[config.mk]
export PLATFORM = sky130hd
export DESIGN_NAME = lsb_frame_assembler
export DESIGN_NICKNAME = d
export VERILOG_FILES = /design/src/rtl/lsb_frame_assembler.sv
export SDC_FILE = /design/constraint.sdc
export NUM_CORES = 1
export LEC_CHECK = 0
export BUFFER_PORTS_ARGS = -buffer_cell sky130_fd_sc_hd__clkbuf_2
export CORE_MARGIN = 2
export CORE_UTILIZATION = 58
export CTS_BUF_LIST = sky130_fd_sc_hd__clkbuf_8
export CTS_CLUSTER_SIZE = 28
export DETAILED_ROUTE_END_ITERATION = 8
export HOLD_SLACK_MARGIN = 0.1
export PLACE_DENSITY = 0.88
export SLEW_MARGIN = 10
export SYNTH_ARGS = -nofsm -noshare
export SYNTH_HDL_FRONTEND = slang
export SYNTH_SLANG_ARGS = --single-unit
[constraint.sdc]
create_clock -name clk -period 2.9 [get_ports clk]
set_clock_uncertainty 0.15 [all_clocks]
set_input_delay 0.29 -clock clk [delete_from_list [all_inputs] [get_ports clk]]
set_output_delay 0.29 -clock clk [all_outputs]
set_load 0.02 [all_outputs]
[src/rtl/lsb_frame_assembler.sv]
module lsb_frame_assembler #(
  parameter int TS_W   = 32,
  parameter int ADDR_W = 7,
  parameter int DATA_W = 8
) (
  input  logic              clk,
  input  logic              rst,
  input  logic              sym_valid,
  input  logic [1:0]        sym_kind,
  input  logic [TS_W-1:0]   sym_start,
  input  logic [TS_W-1:0]   sym_end,
  output logic              txn_valid,
  output logic              txn_write,
  output logic [ADDR_W-1:0] txn_addr,
  output logic [DATA_W-1:0] txn_data,
  output logic [TS_W-1:0]   txn_start,
  output logic [TS_W-1:0]   txn_end
);
  localparam int FRAME_LEN = ADDR_W + 1 + DATA_W;
  localparam int POS_W     = $clog2(FRAME_LEN + 1);
  localparam logic [POS_W-1:0] DIR_POS  = POS_W'(ADDR_W);
  localparam logic [POS_W-1:0] LAST_POS = POS_W'(FRAME_LEN - 1);

  logic [POS_W-1:0]  pos;
  logic [ADDR_W-1:0] addr_sr;
  logic [DATA_W-1:0] data_sr;
  logic              dir_q;
  logic [TS_W-1:0]   start_q;

  wire is_data  = sym_valid && !sym_kind[1];
  wire is_break = sym_valid && (sym_kind == 2'b10);
  wire bit_v    = sym_kind[0];
  wire at_first = (pos == '0);
  wire in_addr  = (pos < DIR_POS);
  wire at_dir   = (pos == DIR_POS);
  wire at_last  = (pos == LAST_POS);

  wire [DATA_W-1:0] data_next = {bit_v, data_sr[DATA_W-1:1]};

  always_ff @(posedge clk) begin
    if (rst) begin
      pos       <= '0;
      addr_sr   <= '0;
      data_sr   <= '0;
      dir_q     <= 1'b0;
      start_q   <= '0;
      txn_valid <= 1'b0;
      txn_write <= 1'b0;
      txn_addr  <= '0;
      txn_data  <= '0;
      txn_start <= '0;
      txn_end   <= '0;
    end else begin
      txn_valid <= 1'b0;
      if (is_break) begin
        pos     <= '0;
        addr_sr <= '0;
        data_sr <= '0;
        dir_q   <= 1'b0;
      end else if (is_data) begin
        if (at_first) start_q <= sym_start;
        if (in_addr)     addr_sr <= {bit_v, addr_sr[ADDR_W-1:1]};
        else if (at_dir) dir_q   <= bit_v;
        else             data_sr <= data_next;
        if (at_last) begin
          pos       <= '0;
          txn_valid <= 1'b1;
          txn_write <= dir_q;
          txn_addr  <= addr_sr;
          txn_data  <= data_next;
          txn_start <= start_q;
          txn_end   <= sym_end;
          addr_sr   <= '0;
          data_sr   <= '0;
          dir_q     <= 1'b0;
        end else begin
          pos <= pos + 1'b1;
        end
      end
    end
  end
endmodule

==> summary by stage <==
Timing
The final count of hold timing violations was 0. The headroom to the max-slew limit is 44.5%. The worst setup slack after layout is ~0.56 ns. The post-route setup TNS is 0 ns. The time the final worst path needs with I/O delays and setup is approximately 2.3 ns. Derived from the worst setup path, the maximum achievable clock frequency is ~430 MHz. Setup violations remaining at the end of the flow were counted as 0. The worst-margin pin slew is 0.833 ns. Setup repair after global routing left no endpoint under its margin. The final max-slew violation count is 0. Dividing the final minimum period by the clock period gives 80.7%.

Logic synthesis
The mapped cell area is roughly 5200 um2. The distinct cell type count after synthesis is 44. The Yosys step of the flow raised 0 warnings.

For this run, asynchronously set or reset flops after synthesis account for 0%. The share of the Yosys chip area taken by registers is 50.8%. Yosys mapped a number of flops with a built-in enable equal to 0. A synthesized cell averages just under 9 um2. The total nets after synthesis is slightly below 700.

Counting flops and latches in the post-synthesis netlist gives 133. The most used flip-flop cell after synthesis is sky130_fd_sc_hd__dfxtp_1. Synthesis produced a netlist whose cell count is roughly 610.

Clock tree
Once the clock tree was built, the resizer swapped 0 gates to a different size. The later pin in the worst-skew pair is clocked with a latency of 0.42 ns. The total clock buffers created by CTS is 17. The number of clock sinks is about 130.

After clock tree synthesis, the setup repair step added 0 buffers. The number of hold buffers added after CTS was 65. The clock tree from TritonCTS is yes. The clock transition at the register clock pins on the worst setup and hold paths after CTS is 0.07 ns. The number of H-tree levels is 4. Counting along the longest clock path gives a buffer depth of 2. The cell at the root of the clock tree is sky130_fd_sc_hd__clkbuf_8.

Global route
The initial antenna violation count is 0. The total congestion overflow after global routing is 0. The first global-routing pass estimated 24.7 mm of wire. The via count of the first global-routing pass is a little over 5000.

The maximum number of pins on one net before global-route repair is 79. Global routing consumed, over all layers together, 31.1% of the routing resources.

Floorplanning
The die covers ~9800 um2. The floorplan has 34 rows. The number of top-level pins is 150. The starting density of the core is approximately 60%.

The area of the core region is slightly below 9000 um2. The die outline height is ~99 um. The x dimension of the die is 99.1 um.

Critical path
The maximum fanout count along the critical path is 34. Traced cell by cell, the critical path runs through or3b_2 > buf_4 > o21ai_0 > a21oi_1. The critical path data required time is 3.04 ns.

The type of the setup path with the least slack is flop to flop. The worst register-to-register path has a depth of 4. The worst setup path is launched from a flop. On the worst path, the slowest cell contributes a delay of just over 0.8 ns. The worst setup path is captured at a flop. The largest individual stage delay along the critical path comes from the cell sky130_fd_sc_hd__or3b_2.

Data on the critical path arrives at its endpoint at between 2 and 2.5 ns.

Power and ir drop
The worst ir drop on vdd is 0.298 mV. The leakage power is about 2.7 nW. Dividing total power by cell area gives a power density of ~510 nW/um2.

Cells and area
The number of nets in the finished design is approximately 850. The number of diodes added for antenna fixing is 0. The fraction of layout cells with a size suffix above 1 is 25.3%. From synthesis to final layout, the design area changed by 31.9%.

Place
During placement, the flow inserted port buffers numbering ~150. The placer congestion estimate is 0.840. Once detailed placement completed, the half-perimeter wirelength came to 8.36 mm. Before CTS, the worst setup slack after placement is around 0.67 ns.

Hold path
The worst hold path passes through 3 cells. The worst hold path belongs to the class input pin to flop.

Run
The total of max-cap violations is 0.

Drt
The detailed-route DRC error count is 0. After detailed routing, the number of vias per cell comes to 6.14. The count of nets left with antenna violations once routing finished came out at 0.

Summed over all layers, the routed wires come to 15.7 mm. The first detailed-routing pass ran for 5 iterations. In the final routed layout, each cell accounts on average for roughly 17 um.

After the first detailed-routing iteration, the DRC count stood at 463. Across all layers, the routed design uses roughly 5500 vias.

Status
The run finished with clean final reports.
-- metal layers --
layer  up-vias  share of wire, %  track usage [%]
met1      2592                38             38.8
met4         0               4.1             16.8
met3        56               9.2             6.67
met2       335                49             50.4
li1       2553                 -                -
met5         -                 0                0
-- metrics by stage --
step | hold WS [ns] | power, mW | utilization [%] | cells | instance area [um2]
floorplan | 0.288 | 2.04 | - | 605 | 5240
global placement | 0.295 | 2.11 | 67.4 | 805 | 5910
detailed placement | 0.307 | 2.12 | 67.4 | 805 | 5910
CTS | 0.110 | 3.54 | 78.9 | 902 | 6910
global route | 0.139 | 3.65 | 78.9 | 902 | 6910
finish | 0.120 | 3.55 | 78.9 | 902 | 6910
-- cell type report --
cell class	count	area, um2
sequential	133	2660
multi-input combinational	399	2230
fill	560	1850
timing repair buffer	226	1510
clock buffer	19	262
tap	108	135
clock inverter	13	93.8
inverter	4	15.0
-- synth_stat cells, types with 2 or more instances --
library cell / number / area share (%)
sky130_fd_sc_hd__and3_1: 2 / 0.24
sky130_fd_sc_hd__o21ai_0: 106 / 10
sky130_fd_sc_hd__nand3b_1: 3 / 0.43
sky130_fd_sc_hd__nand3_1: 116 / 11
sky130_fd_sc_hd__clkbuf_1: 37 / 2.6
sky130_fd_sc_hd__dfxtp_1: 133 / 51
sky130_fd_sc_hd__nor3_1: 2 / 0.19
sky130_fd_sc_hd__clkbuf_2: 2 / 0.19
sky130_fd_sc_hd__a32o_1: 7 / 1.3
sky130_fd_sc_hd__ha_1: 2 / 0.48
sky130_fd_sc_hd__a22o_1: 6 / 1.0
sky130_fd_sc_hd__nor2_1: 2 / 0.14
sky130_fd_sc_hd__buf_4: 8 / 1.1
sky130_fd_sc_hd__buf_6: 4 / 0.86
sky130_fd_sc_hd__o21ai_1: 8 / 0.76
sky130_fd_sc_hd__o2111ai_1: 2 / 0.33
sky130_fd_sc_hd__nand2_1: 4 / 0.29
sky130_fd_sc_hd__inv_1: 4 / 0.29
sky130_fd_sc_hd__a21oi_1: 114 / 11
sky130_fd_sc_hd__mux2i_1: 2 / 0.38
sky130_fd_sc_hd__nand2b_1: 2 / 0.24
sky130_fd_sc_hd__buf_2: 17 / 1.6
-- kinds of logic (layout without fill, tap and decap cells) --
logic type | Yosys count | after routing | synth area share, %
AO/OA/AOI/OAI | 252 | 252 | 26.5
buffers and inverters | 73 | 262 | 6.90
multiplexers | 2 | 2 | 0.382
XOR/XNOR | 1 | 1 | 0.167
AND/OR/NAND/NOR | 142 | 142 | 14.8
flip-flops | 133 | 133 | 50.8
adder cells (fa/ha/maj) | 2 | 2 | 0.477
-- worst max-delay path: cells and delay by family (launching register included) --
family / cells / cell delay (ns)
AND/OR/NAND/NOR: 1 / 0.82
buffers and inverters: 1 / 0.34
AO/OA/AOI/OAI: 2 / 0.43
flip-flops: 1 / 0.46
-- final timing paths --
kind	slack, ns	from	endpoint
worst min register to register	0.32	start_q[29]$_SDFFE_PP0P_	txn_start[29]$_SDFFE_PP0P_
worst min-delay path	0.12	sym_valid	pos[1]$_SDFFE_PP0P_
worst max register to register	0.56	pos[4]$_SDFFE_PP0P_	txn_start[16]$_SDFFE_PP0P_
worst max-delay path	0.56	pos[4]$_SDFFE_PP0P_	txn_start[16]$_SDFFE_PP0P_
-- registers in the layout (all words and copies together) (netlist names) --
| signal | cells |
|---|---|
| txn_write | 1 |
| start_q | 32 |
| txn_data | 8 |
| txn_start | 32 |
| txn_valid | 1 |
| dir_q | 1 |
| data_sr | 7 |
| txn_addr | 7 |
| addr_sr | 7 |
| pos | 5 |
| txn_end | 32 |
-- report_power, final --
group	internal [mW]	switching (mW)	leakage, nW
logic	0.132	0.165	1.42
registers	1.85	0.0135	1.07
clock network	0.703	0.685	0.196
total	2.68	0.863	2.69
-- layout by cell type, fill, tap and decap left out, types with 8 or more instances in the layout --
cell type,netlist,layout
sky130_fd_sc_hd__dlygate4sd3_1,0,65
sky130_fd_sc_hd__clkbuf_2,2,148
sky130_fd_sc_hd__buf_4,8,11
sky130_fd_sc_hd__a21oi_1,114,114
sky130_fd_sc_hd__dfxtp_1,133,133
sky130_fd_sc_hd__inv_1,4,8
sky130_fd_sc_hd__o21ai_0,106,106
sky130_fd_sc_hd__o21ai_1,8,8
sky130_fd_sc_hd__nand3_1,116,115
sky130_fd_sc_hd__clkbuf_8,0,19
No activity file was read; power rests on OpenSTA's default activity.
